`src/rtl/sbf_pkg.sv`:
```
package sbf_pkg;
  typedef enum logic [2:0] {
    EV_NONE,
    EV_BEAT,
    EV_ERR,
    EV_RETRY,
    EV_STOP
  } sbf_event_e;

  typedef enum logic [1:0] {
    ST_IDLE,
    ST_FIRST,
    ST_BURST
  } sbf_state_e;
endpackage

```
`src/rtl/sbf_term_classify.sv`:
```
module sbf_term_classify
  import sbf_pkg::*;
(
  input  logic       first,
  input  logic       want_burst,
  input  logic       term,
  input  logic       back,
  input  logic       berr,
  input  logic       halt,
  input  logic       cinh,
  output sbf_event_e ev,
  output logic       cont
);
  always_comb begin
    if (berr)                      ev = halt ? EV_RETRY : EV_ERR;
    else if (!first && (cinh || !back)) ev = EV_STOP;
    else if (term)                 ev = EV_BEAT;
    else                           ev = EV_NONE;
  end

  // Burst may continue only from a clean synchronous first beat
  assign cont = first && term && !berr && want_burst && back && !cinh;
endmodule

```
`src/rtl/sbf_beat_track.sv`:
```
module sbf_beat_track #(
  parameter int LINE_WORDS = 4,
  localparam int IW = $clog2(LINE_WORDS),
  localparam int CW = $clog2(LINE_WORDS + 1)
) (
  input  logic                  clk,
  input  logic                  rst,
  input  logic                  load,
  input  logic [IW-1:0]         start_idx,
  input  logic                  advance,
  output logic [IW-1:0]         cur_idx,
  output logic                  at_last,
  output logic                  before_last,
  output logic [LINE_WORDS-1:0] mask
);
  logic [IW-1:0] start_q;
  logic [CW-1:0] count_q;

  assign cur_idx     = start_q + count_q[IW-1:0];
  assign at_last     = (count_q == CW'(LINE_WORDS - 1));
  assign before_last = (count_q == CW'(LINE_WORDS - 2));

  always_ff @(posedge clk) begin
    if (rst) begin
      start_q <= '0;
      count_q <= '0;
    end else if (load) begin
      start_q <= start_idx;
      count_q <= '0;
    end else if (advance) begin
      count_q <= count_q + 1'b1;
    end
  end

  for (genvar k = 0; k < LINE_WORDS; k++) begin : g_mask
    always_ff @(posedge clk) begin
      if (rst || load)                         mask[k] <= 1'b0;
      else if (advance && cur_idx == IW'(k))   mask[k] <= 1'b1;
    end
  end
endmodule

```
`src/rtl/sbf_bus_master.sv`:
```
module sbf_bus_master
  import sbf_pkg::*;
#(
  parameter int AW = 32,
  parameter int DW = 32,
  parameter int FCW = 3,
  parameter int SZW = 2,
  parameter int LINE_WORDS = 4,
  localparam int IW = $clog2(LINE_WORDS),
  localparam int BSH = $clog2(DW / 8)
) (
  input  logic                  clk,
  input  logic                  rst,
  input  logic                  req_valid,
  output logic                  req_ready,
  input  logic [AW-1:0]         req_addr,
  input  logic [FCW-1:0]        req_fc,
  input  logic [SZW-1:0]        req_size,
  input  logic                  req_write,
  input  logic                  req_fill,
  input  logic [DW-1:0]         req_wdata,
  output logic                  bus_as,
  output logic                  bus_ds,
  output logic                  bus_rw,
  output logic [AW-1:0]         bus_addr,
  output logic [FCW-1:0]        bus_fc,
  output logic [SZW-1:0]        bus_size,
  output logic [DW-1:0]         bus_wdata,
  output logic                  bus_breq,
  input  logic [DW-1:0]         bus_rdata,
  input  logic                  bus_term,
  input  logic                  bus_back,
  input  logic                  bus_berr,
  input  logic                  bus_halt,
  input  logic                  bus_cinh,
  output logic                  rsp_beat_valid,
  output logic [DW-1:0]         rsp_beat_data,
  output logic [IW-1:0]         rsp_beat_idx,
  output logic                  rsp_done,
  output logic                  rsp_err,
  output logic                  rsp_retry,
  output logic [LINE_WORDS-1:0] rsp_mask
);
  sbf_state_e    state_q;
  sbf_event_e    ev;
  logic          cont, active, take, advance, finish;
  logic [IW-1:0] cur_idx;
  logic          at_last, before_last;

  assign active    = (state_q != ST_IDLE);
  assign req_ready = (state_q == ST_IDLE);
  assign take      = req_ready && req_valid;
  assign advance   = active && (ev == EV_BEAT);

  sbf_term_classify u_classify (
    .first      (state_q == ST_FIRST),
    .want_burst (bus_breq),
    .term       (bus_term),
    .back       (bus_back),
    .berr       (bus_berr),
    .halt       (bus_halt),
    .cinh       (bus_cinh),
    .ev         (ev),
    .cont       (cont)
  );

  sbf_beat_track #(.LINE_WORDS(LINE_WORDS)) u_track (
    .clk         (clk),
    .rst         (rst),
    .load        (take),
    .start_idx   (req_addr[BSH +: IW]),
    .advance     (advance),
    .cur_idx     (cur_idx),
    .at_last     (at_last),
    .before_last (before_last),
    .mask        (rsp_mask)
  );

  always_comb begin
    finish = 1'b0;
    if (active) begin
      case (ev)
        EV_BEAT:                   finish = (state_q == ST_FIRST) ? !cont : at_last;
        EV_ERR, EV_RETRY, EV_STOP: finish = 1'b1;
        default:                   finish = 1'b0;
      endcase
    end
  end

  always_ff @(posedge clk) begin
    if (rst) begin
      state_q        <= ST_IDLE;
      bus_as         <= 1'b0;
      bus_ds         <= 1'b0;
      bus_rw         <= 1'b1;
      bus_addr       <= '0;
      bus_fc         <= '0;
      bus_size       <= '0;
      bus_wdata      <= '0;
      bus_breq       <= 1'b0;
      rsp_beat_valid <= 1'b0;
      rsp_beat_data  <= '0;
      rsp_beat_idx   <= '0;
      rsp_done       <= 1'b0;
      rsp_err        <= 1'b0;
      rsp_retry      <= 1'b0;
    end else begin
      rsp_beat_valid <= 1'b0;
      rsp_done       <= 1'b0;
      rsp_err        <= 1'b0;
      rsp_retry      <= 1'b0;
      if (take) begin
        state_q   <= ST_FIRST;
        bus_as    <= 1'b1;
        bus_ds    <= 1'b1;
        bus_rw    <= !req_write;
        bus_addr  <= req_addr;
        bus_fc    <= req_fc;
        bus_size  <= req_size;
        bus_wdata <= req_wdata;
        bus_breq  <= req_fill && !req_write;
      end else if (active) begin
        if (advance && bus_rw) begin
          rsp_beat_valid <= 1'b1;
          rsp_beat_data  <= bus_rdata;
          rsp_beat_idx   <= cur_idx;
        end
        if (finish) begin
          state_q   <= ST_IDLE;
          bus_as    <= 1'b0;
          bus_ds    <= 1'b0;
          bus_breq  <= 1'b0;
          rsp_done  <= 1'b1;
          rsp_err   <= (ev == EV_ERR);
          rsp_retry <= (ev == EV_RETRY);
        end else if (advance) begin
          state_q <= ST_BURST;
          if (before_last) bus_breq <= 1'b0;
        end
      end
    end
  end
endmodule

```
`config.mk`:
```
export PLATFORM = sky130hd
export DESIGN_NAME = sbf_bus_master
export DESIGN_NICKNAME = d
export VERILOG_FILES = /design/src/rtl/sbf_pkg.sv /design/src/rtl/sbf_term_classify.sv /design/src/rtl/sbf_beat_track.sv /design/src/rtl/sbf_bus_master.sv
export SDC_FILE = /design/constraint.sdc
export NUM_CORES = 1
export LEC_CHECK = 0
export ABC_AREA = 0
export BUFFER_PORTS_ARGS = -buffer_cell sky130_fd_sc_hd__buf_2
export CAP_MARGIN = 20
export CORE_UTILIZATION = 41
export CTS_CLUSTER_DIAMETER = 50
export DETAILED_ROUTE_END_ITERATION = 8
export PLACE_DENSITY = 0.76
export RECOVER_POWER = 25
export SETUP_SLACK_MARGIN = 0.2
export SYNTH_ARGS = -nofsm -noshare
export SYNTH_HDL_FRONTEND = slang
export SYNTH_HIERARCHICAL = 1
export SYNTH_SLANG_ARGS = --single-unit
```
`constraint.sdc`:
```
create_clock -name clk -period 1.8 [get_ports clk]
set_input_delay 0.09 -clock clk [delete_from_list [all_inputs] [get_ports clk]]
set_output_delay 0.09 -clock clk [all_outputs]
set_load 0.1 [all_outputs]
```
# == Yosys cells after proc, flatten, opt, wreduce, memory -nomap -nowiden ==
# Index checks and enable logic that the tools add are counted.
# word_totals
regBits,121
input_bits,111
out_inout_bits,116
word_cells,96
# classes
addsub,2
n_eq_ne,10
mux,21
bitwise_logic,3
n_reduce_logical,39
# ops
op,n
1-bit 2-to-1 mux,16
1-bit logical AND,14
3-bit by 2-bit equality test with 1-bit output (second input constant),4
2-bit nonzero test,4
1-bit logical NOT,6
3-bit 2-to-1 mux,2
2-bit AND reduction,3
3-bit AND reduction,2
3-bit nonzero test,2
3-bit OR reduction,2
2-bit by 1-bit equality test with 1-bit output (second input constant),2
2-bit equality test (second input constant),2
2-bit logical NOT,2
2-bit 2-to-1 mux,2
4-bit OR reduction,1
3-bit by 1-bit adder with 3-bit output (second input constant),1
3-bit by 1-bit equality test with 1-bit output (second input constant),1
3-bit equality test (second input constant),1
1-bit NOT,3
2-bit adder,1
1-bit logical OR,2
1-bit one-hot mux with 2 select lines,1
2-bit OR reduction,1

# == Logic depth before layout (Yosys ltp) ==
# Gate-level depths: netlist (run 1).
# depth
ltp_word,13
mapped_depth,9
ltp_nobuf,7

# == Cells and area by module ==
# Netlist (run 1), hierarchy kept.
# by_module_without_submodules
module,instances,cells_per_inst,area_per_inst_um2,seq_area_each_um2
sbf_bus_master,1,487,3965.1,2242.2
sbf_beat_track,1,36,411.6,180.2
sbf_term_classify,1,8,51.3,0.0

# == Worst setup path before layout (run 1) ==
# Ideal clock, no wire load.
# synth_timing
path_type,register to register
startpoint,register state_q[0]
endpoint,register u_track.start_q[0]
setup_time_ns,0.114
arrival_ns,2.662
setup_slack_ns,-0.977
path_stages_with_launch,8
cell_sequence,dfxtp_1 -> nor2_1 -> nand2_1 -> inv_2 -> buf_6 -> buf_6 -> mux2i_1 -> nor2_1
# synth_via
elab_chain_len,2
# synth_rtl
element,line,source
start: declaration,sbf_bus_master.sv:44,sbf_state_e state_q;
start signal: assignment,sbf_bus_master.sv:92,state_q <= ST_IDLE;
start signal: assignment,sbf_bus_master.sv:113,state_q <= ST_FIRST;
start signal: assignment,sbf_bus_master.sv:129,state_q <= ST_IDLE;
2-bit logical NOT,sbf_bus_master.sv:51,assign req_ready = (state_q == ST_IDLE);
named net req_ready,sbf_bus_master.sv:15,"output logic req_ready,"
1-bit logical AND,sbf_bus_master.sv:52,assign take = req_ready && req_valid;
named net take,sbf_bus_master.sv:46,"logic cont, active, take, advance, finish;"
end signal: assignment,sbf_beat_track.sv:28,start_q <= start_idx;
end: declaration,sbf_beat_track.sv:16,logic [IW-1:0] start_q;
# The timed path passes the listed nets, and every way through them passes these cells.
# A chain may end at the register's enable or synchronous reset.

# == Worst setup path in the final report (run 1) ==
# layout_timing
startpoint,register state_q[1]
endpoint,register rsp_beat_data[2]
# layout_via
elab_chain_len,9
word_cells_on_any_way,13
classes_between,eq/ne (2); mux (2); bitwise (1); reduce/logical (8)
# layout_rtl
element,line,source
2-bit by 1-bit equality test with 1-bit output,sbf_bus_master.sv:56,".first (state_q == ST_FIRST),"
1-bit logical NOT,sbf_term_classify.sv:16,else if (!first && (cinh || !back)) ev = EV_STOP;
1-bit logical AND,sbf_term_classify.sv:16,
3-bit 2-to-1 mux,sbf_term_classify.sv:16,
3-bit 2-to-1 mux,sbf_term_classify.sv:15,if (berr) ev = halt ? EV_RETRY : EV_ERR;
named net ev[2],sbf_bus_master.sv:45,sbf_event_e ev;
3-bit by 1-bit equality test with 1-bit output,sbf_bus_master.sv:53,assign advance = active && (ev == EV_BEAT);
1-bit logical AND,sbf_bus_master.sv:53,
1-bit logical AND,sbf_bus_master.sv:123,if (advance && bus_rw) begin
3-bit AND reduction (no source line),-,
end signal: assignment,sbf_bus_master.sv:125,rsp_beat_data <= bus_rdata;
end: declaration,sbf_bus_master.sv:37,"output logic [DW-1:0] rsp_beat_data,"
# The timed path passes the listed nets, and every way through them passes these cells.

==> run_results.csv, run 1 <==
group,metric,value,unit
clocking,clk-insertion-delay-late,0.51,ns
worst_setup_path,cp.arrival,2.23,ns
worst_setup_path,reg2reg_slack,-0.003,ns
global_routing,grt_max_degree,58,
global_routing,gr-total-overflow,0,
clocking,clk_pin_slew_worst_paths,0.06,ns
power,ir_drop,607,uV
synth,yosysWarningCount,6,
sta,setup_viol,1,
run_status,status,"finished with violations",
detailed_routing,ant_nets,0,
synth,synth-seq-area-share,54.7,%
worst_setup_path,crit_slowest_cell,"dfxtp_4",
floorplan,die-area,11200,um2
detailed_routing,via_per_inst,5.00,
detailed_routing,vias,5073,
power,finalPower,8.35,mW
floorplan,die-height,106,um
sta,final.setup.tns,-0.00294,ns
synth,ys_types,41,
hold_path,holdPathStages,2,
detailed_routing,drt-initial-drc-count,366,
global_routing,track_usage,25.9,%
cells_and_area,post-route-util,72.6,%
sta,finalCritPeriodShare,100,%
placed_design,gp_congestion,0.858,
clocking,cts_tree,"done",
detailed_routing,firstDrtPassIters,5,
worst_setup_path,worstSetupEndpointType,"flip-flop",
cells_and_area,layout-drive-gt1-share,36.6,%
global_routing,antenna_found_initial,0,
placed_design,dp_hpwl,8.28,mm
cells_and_area,syn_to_final_growth,70.8,%
worst_setup_path,crit-reg2reg-launch,"state_q[1]",
cells_and_area,finish.instance_area,7560,um2
placed_design,io_buffers,226,
sta,worst_slew_pin_slew,0.708,ns
clocking,clock-sinks,121,
detailed_routing,wirelength,15.3,mm
synth,syn_nets,646,
sta,rsz0062_at_grt,"true",
run_status,violations,"negative setup slack",
worst_setup_path,path_cells,"and2b_2 -> nor2_4 -> and2_4 -> o21ba_4 -> buf_4 -> and3_4 -> buf_12 -> nand2_1 -> a21oi_2",
sta,report.final.slew_viol_count,0,
placed_design,placed_area,5680,um2
power,p_per_area,1100,nW/um2
worst_setup_path,critPathKind,"reg -> reg",
sta,hold_viol,0,
hold_path,min_to,"u_track/start_q[0]",
sta,skew,0.00967,ns
job,maxCapViolations,0,
worst_setup_path,regToRegEndpoint,"rsp_beat_data[2]",
sta,slew_headroom,52.8,%
worst_setup_path,cp-start-kind,"flip-flop",
hold_path,min_from,"rst",
sta,fin_hold_ws,0.0932,ns
clocking,cts-root-buf,"clkbuf_8",
floorplan,core_area,10400,um2
worst_setup_path,ff2ff_path_depth,9,
sta,fin_crit,1.80,ns
hold_path,min_path_type,"in -> reg",
synth,syn-cell-area,4430,um2
sta,layout_setup_ws,-0.00294,ns
worst_setup_path,crit_fanout,17,
floorplan,die_w,106,um
global_routing,grt_pass1_vias,5108,
synth,synth-seq-cells,121,
floorplan,start_util,42.5,%
floorplan,num_rows,37,
clocking,cts_inserted_buffers,17,
clocking,cts.path.max_buffers,2,
power,leakagePower,3.39,nW
floorplan,io_pins,227,
worst_setup_path,required,2.23,ns
synth,syn_inst,531,
synth,syn_avg_cell_area,8.34,um2
cells_and_area,num-nets-final,981,
sta,fmax,555,MHz
detailed_routing,drc,0,
worst_setup_path,path_delay_family,"simple AND/OR/NAND/NOR gates",
global_routing,grt_pass1_wl,22.8,mm
detailed_routing,wl_per_cell,15.1,um
cells_and_area,diodes,0,
worst_setup_path,critPathBufInv,2,
clocking,htreeDepth,4,
worst_setup_path,max_stage_delay,0.34,ns
## worst register-to-register path, cell delays in order, from the launching register on
cell	delay [ns]
dfxtp_4	0.34
and2b_2	0.24
nor2_4	0.04
and2_4	0.13
o21ba_4	0.22
buf_4	0.11
and3_4	0.23
buf_12	0.16
nand2_1	0.10
a21oi_2	0.15
## per-layer routing
| metal | share of wire (%) | track usage (%) | wire length [um] |
|---|---|---|---|
| met4 | 2.6 | 12.1 | 399 |
| met1 | 39 | 26.5 | 5960 |
| met2 | 52 | 47.1 | 7940 |
| met5 | 0 | 0 | 0 |
| met3 | 6.6 | 8.77 | 1010 |
## Yosys cell counts
| cell type | count | share of area (%) |
|---|---|---|
| nor2_1 | 12 | 1.0 |
| inv_2 | 1 | 0.085 |
| nor2b_1 | 2 | 0.28 |
| nor4bb_1 | 1 | 0.23 |
| nand2b_1 | 2 | 0.28 |
| o2bb2ai_1 | 4 | 0.79 |
| and2b_2 | 1 | 0.20 |
| o21ai_0 | 1 | 0.11 |
| xor2_1 | 1 | 0.20 |
| and2_1 | 1 | 0.14 |
| xnor3_1 | 1 | 0.51 |
| inv_1 | 3 | 0.25 |
| or3b_1 | 1 | 0.20 |
| nor4_1 | 1 | 0.14 |
| and2_4 | 1 | 0.20 |
| or4b_4 | 1 | 0.31 |
| nand3b_1 | 1 | 0.17 |
| ha_1 | 4 | 1.1 |
| a211o_1 | 1 | 0.20 |
| and2b_1 | 1 | 0.17 |
| nand4bb_1 | 1 | 0.25 |
| o21ba_2 | 1 | 0.23 |
| nand2_1 | 207 | 18 |
| clkbuf_1 | 13 | 1.1 |
| a211oi_1 | 1 | 0.17 |
| nand4b_1 | 2 | 0.40 |
| buf_2 | 10 | 1.1 |
| o21ai_2 | 1 | 0.20 |
| dfxtp_1 | 121 | 55 |
| a2111oi_0 | 2 | 0.40 |
| nand3_2 | 1 | 0.23 |
| and4b_1 | 1 | 0.23 |
| buf_4 | 3 | 0.51 |
| buf_6 | 11 | 2.8 |
| a21oi_1 | 104 | 12 |
| nor3_1 | 2 | 0.23 |
| o22ai_1 | 2 | 0.28 |
| and3_1 | 1 | 0.14 |
| mux2i_1 | 3 | 0.68 |
| xnor2_1 | 1 | 0.20 |
| nand3_1 | 2 | 0.23 |
## cells by family (layout without fill, tap and decap cells)
kind of cell               after synthesis  after routing  share of synthesized area (%)
muxes                                    3              3                          0.678
buffers and inverters                   41            389                           5.88
adders and majority gates                4              4                           1.13
xor gates and xnor gates                 3              3                          0.904
AOI/OAI and AO/OA                      117            117                           14.1
DFF                                    121            121                           54.7
and+or+nand+nor                        242            242                           22.6
## registers in the layout (all words and copies together), names as in the netlist, 2 cells and up
register	cells
bus_addr	32
u_track/count_q	3
bus_size	2
rsp_beat_data	32
bus_fc	3
u_track/start_q	2
u_track/mask	4
bus_wdata	32
rsp_beat_idx	2
state_q	2
## worst max-delay path by stage
| stage | from | end | cells after the start |
|---|---|---|---|
| after detailed placement | state_q[1] | u_track/mask[0] | 7 |
| after global routing | state_q[1] | rsp_beat_data[2] | 9 |
| final | state_q[1] | rsp_beat_data[2] | 9 |
| after floorplan | state_q[1] | u_track/mask[0] | 7 |
| after CTS | state_q[1] | u_track/mask[0] | 7 |
| after global placement | state_q[1] | u_track/mask[0] | 7 |
## where the power goes
group          switching (mW)  internal, mW  total, mW
clock network            1.23          2.01       3.24
logic                    1.62         0.577       2.20
registers              0.0832          2.83       2.92
## through the flow
stage / setup WS, ns / std cells
after detailed placement: -0.0221 / 871
after CTS: 0.00154 / 1013
after floorplan: -0.00122 / 531
after global placement: 0.0451 / 871
final: -0.00294 / 1015
after global routing: -0.0354 / 1015
## area by class of cell
cell class | instances | area [um2]
clock buffer | 18 | 428
tap | 136 | 170
inverter | 4 | 17.5
multi-input combinational | 369 | 1900
clock inverter | 14 | 149
sequential | 121 | 2430
timing repair buffer | 353 | 2460
fill | 694 | 2850
## placed cells by master, fill, tap and decap left out, drive strengths merged, types with 6 or more instances in the layout
| master | n |
|---|---|
| nor2 | 12 |
| clkbuf | 72 |
| clkinv | 6 |
| nand2 | 207 |
| a21oi | 104 |
| buf | 195 |
| dfxtp | 121 |
| dlygate4sd3 | 104 |
| inv | 6 |
## what timing repair did
action,4_1_cts,5_1_grt
hold endpoints to repair,107,0
cloned,1,1
setup buffers,5,1
hold buffers,104,0
setup endpoints to repair,50,90
gates resized for setup,19,22
pin swaps,9,3
(Power assumes the default switching activity.)
==> inputs of run 2 (changes only) <==
Settings changed: SKIP_CTS_REPAIR_TIMING from default to 1.
==> run 2 against run 1 <==
The run still ends with negative setup slack left. Non-clock buffer count down 3. First-iteration DRC count up 2.2%. Clock skew down 0.0042 ns. Via count down 0.69%. Maximum frequency down 2.8%. Hold slack worse by 0.032 ns. Setup slack worse by 0.052 ns. Power down 0.49%. Critical path type unchanged. Largest power group unchanged. Highest routed layer unchanged.
==> run_results.csv, run 2 (synthesis gave the netlist of run 1 again) <==
group,metric,value,unit
hold_path,min_to,"u_track/start_q[1]",
cells_and_area,seq_area,2430,um2
worst_setup_path,critPathLaunch,"state_q[1]",
sta,report.final.slew_viol_count,0,
cells_and_area,num-nets-final,978,
hold_path,holdPathStages,2,
clocking,clk_pin_slew_worst_paths,0.06,ns
sta,final.setup.tns,-0.348,ns
worst_setup_path,ff2ff_path_depth,9,
worst_setup_path,crit_fanout,17,
global_routing,grt_pass1_wl,18.2,mm
run_status,status,"finished with violations",
worst_setup_path,critPathBufInv,2,
job,maxCapViolations,0,
worst_setup_path,crit_slowest_cell,"dfxtp_4",
floorplan,die-area,11200,um2
cells_and_area,top_regs,"bus_addr x32, bus_wdata x32, rsp_beat_data x32",
hold_path,min_from,"rst",
floorplan,core_area,10400,um2
cells_and_area,layout_commonest_cell,"nand2_1",
worst_setup_path,cp_common_cell,"and2b_2",
clocking,cts_inserted_buffers,17,
detailed_routing,via_per_inst,4.98,
clocking,cts-root-buf,"clkbuf_8",
sta,layout_setup_ws,-0.0551,ns
global_routing,antenna_found_initial,0,
placed_design,post-place-ws,-0.0221,ns
placed_design,io_buffers,226,
floorplan,die_w,106,um
worst_setup_path,cp.arrival,2.21,ns
clocking,clock-sinks,121,
cells_and_area,multi_input_area,1820,um2
run_status,violations,"negative setup slack",
sta,worst_slew_pin_slew,0.600,ns
worst_setup_path,cp-start-kind,"flip-flop",
placed_design,dp_hpwl,8.28,mm
global_routing,grt_max_degree,58,
detailed_routing,wirelength,15.0,mm
power,leakagePower,3.37,nW
worst_setup_path,reg2reg_slack,-0.06,ns
sta,fmax,539,MHz
clocking,clk-insertion-delay-late,0.51,ns
hold_path,min_path_type,"in -> reg",
floorplan,num_rows,37,
worst_setup_path,regToRegEndpoint,"rsp_beat_data[22]",
sta,finalCritPeriodShare,103,%
cells_and_area,layout-drive-gt1-share,34.5,%
worst_setup_path,max_stage_delay,0.34,ns
worst_setup_path,worstSetupEndpointType,"flip-flop",
sta,slew_headroom,60.0,%
worst_setup_path,required,2.15,ns
detailed_routing,wl_per_cell,14.8,um
cells_and_area,layout.cells.non_filler,1012,
floorplan,die-height,106,um
floorplan,start_util,42.5,%
global_routing,track_usage,20.6,%
power,ir_drop,619,uV
detailed_routing,ant_nets,0,
global_routing,grt_pass1_vias,4228,
sta,fin_crit,1.86,ns
sta,skew,0.00545,ns
worst_setup_path,critPathKind,"reg -> reg",
detailed_routing,vias,5038,
floorplan,io_pins,227,
worst_setup_path,path_delay_family,"simple AND/OR/NAND/NOR gates",
worst_setup_path,crit-reg2reg-launch,"state_q[1]",
sta,setup_viol,19,
power,p_per_area,1120,nW/um2
cells_and_area,layout_common_cells,"nand2_1, buf_2, dfxtp_1, dlygate4sd3_1, a21oi_1",
placed_design,numPlacedInstances,871,
cells_and_area,fillers,712,
detailed_routing,drc,0,
cells_and_area,syn_to_final_growth,67.9,%
clocking,cts_tree,"done",
detailed_routing,firstDrtPassIters,7,
worst_setup_path,cp.depth,9,
sta,hold_viol,0,
sta,fin_hold_ws,0.0613,ns
clocking,htreeDepth,4,
worst_setup_path,path_cells,"and2b_2 -> nor2_2 -> a21oi_2 -> and2b_2 -> buf_4 -> and3_2 -> buf_12 -> nand2_1 -> a21oi_1",
clocking,cts.path.max_buffers,2,
placed_design,gp_congestion,0.858,
sta,rsz0062_at_grt,"true",
global_routing,gr-total-overflow,0,
detailed_routing,drt-initial-drc-count,374,
cells_and_area,diodes,0,
## run 2: where the power goes
part	internal [mW]	total [mW]	switching (mW)
registers	2.83	2.92	0.0822
clock network	2.01	3.23	1.23
logic	0.562	2.16	1.60
## run 2: final cells by class
type	count	area share, %
Clock buffer	18	5.76
Clock inverter	14	2.00
Inverter	4	0.236
Multi-Input combinational cell	369	24.4
Sequential cell	121	32.7
Tap cell	136	2.29
Timing Repair Buffer	350	32.6
## run 2: how the worst max path moves through the flow
stage | end | slack [ns]
global route | rsp_beat_data[17] | -0.10
floorplan | u_track/mask[0] | -0.001
finish | rsp_beat_data[22] | -0.06
detailed placement | u_track/mask[0] | -0.02
global placement | u_track/mask[0] | 0.05
CTS | u_track/mask[0] | -0.04
## run 2: per-layer routing
metal | share of wire [%] | vias up | wire length, um | GRT usage (%)
met1 | 37 | 2327 | 5580 | 20.9
met5 | 0 | - | 0 | 0
met4 | 2.8 | 0 | 414 | 10.3
li1 | - | 2405 | - | -
met3 | 7.6 | 42 | 1140 | 6.99
met2 | 52 | 264 | 7820 | 37.3
## run 2: metrics by stage
step	utilization (%)	area [um2]	total power [mW]
2_1_floorplan	-	4520	4.52
3_3_place_gp	54.6	5680	4.82
3_5_place_dp	54.6	5680	4.86
4_1_cts	60.1	6260	8.12
5_1_grt	71.4	7430	8.62
6_report	71.4	7430	8.31
==> inputs of run 3 (changes only) <==
Settings changed: SETUP_SLACK_MARGIN 0.2 to 0.3, SKIP_LAST_GASP from default to 1.
==> run 3 against run 2 <==
The run still ends with negative setup slack left. Critical path depth unchanged. Global-route usage increased by 0.92 points. Register-to-register slack about the same. Combinational power increased by 8%. Clock power increased by 13%. Core utilization increased by 3.5 points. Flip-flop and latch count unchanged. Power increased by 7.1%. Maximum frequency decreased by 0.78%. Die area unchanged. Highest routed layer unchanged.
==> run_results.csv, run 3 (synthesis gave the netlist of run 1 again) <==
group,metric,value,unit
run_status,status,"finished with violations",
run_status,violations,"negative setup slack",
cells_and_area,layout_commonest_cell,"buf_2",
cells_and_area,diodes,0,
sta,skew,0.00573,ns
placed_design,post-place-ws,-0.0182,ns
floorplan,start_util,42.5,%
power,finalPower,8.90,mW
sta,setup_viol,7,
detailed_routing,via_per_inst,5.18,
clocking,cts_tree,"done",
clocking,htreeDepth,4,
power,p_per_area,1140,nW/um2
detailed_routing,wl_per_cell,17.3,um
global_routing,gr-total-overflow,0,
global_routing,met2_usage,37.5,%
detailed_routing,wirelength,17.8,mm
clocking,cts_inserted_buffers,17,
detailed_routing,drt-initial-drc-count,438,
power,leakagePower,3.57,nW
sta,fin_crit,1.87,ns
floorplan,die_w,106,um
global_routing,grt_busiest_layer,"met2",
placed_design,io_buffers,226,
floorplan,die-height,106,um
sta,report.final.slew_viol_count,0,
worst_setup_path,required,2.22,ns
detailed_routing,ant_nets,0,
cells_and_area,syn_to_final_growth,76.2,%
sta,hold_viol,0,
floorplan,io_pins,227,
cells_and_area,num-nets-final,994,
cells_and_area,layout-drive-gt1-share,36.9,%
clocking,cts-root-buf,"clkbuf_8",
sta,rsz0062_at_grt,"true",
sta,final.setup.tns,-0.229,ns
global_routing,antenna_found_initial,0,
floorplan,die-area,11200,um2
job,maxCapViolations,0,
worst_setup_path,cp.arrival,2.29,ns
worst_setup_path,worstSetupEndpointType,"flip-flop",
worst_setup_path,cp-start-kind,"flip-flop",
clocking,clock-sinks,121,
global_routing,met3_usage,6.99,%
sta,fmax,535,MHz
detailed_routing,drc,0,
worst_setup_path,crit_fanout,15,
power,ir_drop,576,uV
hold_path,min_path_type,"in -> reg",
sta,layout_setup_ws,-0.0696,ns
cells_and_area,layout.cells.non_filler,1028,
global_routing,grt_max_degree,46,
sta,worst_slew_pin_slew,0.526,ns
global_routing,track_usage,21.5,%
placed_design,gp_congestion,0.822,
placed_design,numPlacedInstances,874,
detailed_routing,firstDrtPassIters,5,
floorplan,core_area,10400,um2
detailed_routing,vias,5325,
cells_and_area,multi_input_area,1870,um2
floorplan,num_rows,37,
global_routing,use_met1,24.2,%
clocking,clk-insertion-delay-late,0.51,ns
global_routing,grt_pass1_wl,18.9,mm
global_routing,grt_pass1_vias,4095,
sta,finalCritPeriodShare,104,%
cells_and_area,fillers,662,
cells_and_area,seq_area,2430,um2
worst_setup_path,critPathKind,"reg -> reg",
cells_and_area,layout_common_cells,"buf_2, nand2_1, dfxtp_1, dlygate4sd3_1, a21oi_1",
cells_and_area,top_regs,"bus_addr x32, bus_wdata x32, rsp_beat_data x32",
sta,slew_headroom,65.2,%
clocking,clk_pin_slew_worst_paths,0.06,ns
placed_design,dp_hpwl,8.65,mm
clocking,cts.path.max_buffers,2,
[run 3: changes by cell type in the layout (fill, tap and decap cells not counted), moves of 3 or more]
| cell | delta |
|---|---|
| a21oi_1 | -7 |
| buf_4 | +3 |
| clkbuf_16 | +3 |
| buf_6 | +6 |
| buf_2 | +50 |
| clkbuf_2 | -50 |
| bufinv_16 | +3 |
| a21oi_2 | +7 |
[run 3: final timing paths]
check	endpoint	cells after the start	from	slack [ns]
hold / removal	u_track/mask[2]	5	req_valid	0.11
hold reg to reg	bus_addr[26]	2	bus_addr[26]	0.45
setup reg to reg	rsp_beat_data[20]	9	state_q[1]	-0.07
setup / recovery	rsp_beat_data[20]	9	state_q[1]	-0.07
[run 3: layout make-up]
| type | count | area share, % |
|---|---|---|
| sequential | 121 | 31.2 |
| timing repair buffer | 366 | 34.1 |
| multi-input combinational | 369 | 24.0 |
| tap | 136 | 2.18 |
| clock inverter | 15 | 2.87 |
| inverter | 4 | 0.353 |
| clock buffer | 17 | 5.31 |
[run 3: per-layer routing]
metal  vias to the layer above  routed length, um
met5                         -                  0
met4                         0                527
met3                        61               1580
met2                       327               9210
met1                      2496               6450
li1                       2441                  -
[run 3: worst max-delay path, cell delays in order, from the launching register on]
cell and delay (ns):
dfxtp_4 0.34, and2b_2 0.24, nor2_4 0.04, and2_4 0.14, o21ba_4 0.23, buf_4 0.12
and3_4 0.24, clkbuf_16 0.19, nand2_1 0.07, a21oi_1 0.17
[run 3: through the flow]
stage / area, um2 / hold slack (ns) / util (%)
global route: 7800 / 0.0930 / 74.9
detailed placement: 5720 / 0.331 / 54.9
floorplan: 4530 / 0.161 / -
global placement: 5720 / 0.313 / 54.9
CTS: 6360 / -0.200 / 61.0
finish: 7800 / 0.114 / 74.9
[run 3: report_power, final]
group | leakage [nW] | total [mW] | internal [mW] | switching (mW)
registers | 0.989 | 2.92 | 2.83 | 0.0885
clock network | 0.305 | 3.64 | 2.39 | 1.25
logic | 2.28 | 2.34 | 0.659 | 1.68
total | 3.57 | 8.90 | 5.88 | 3.02
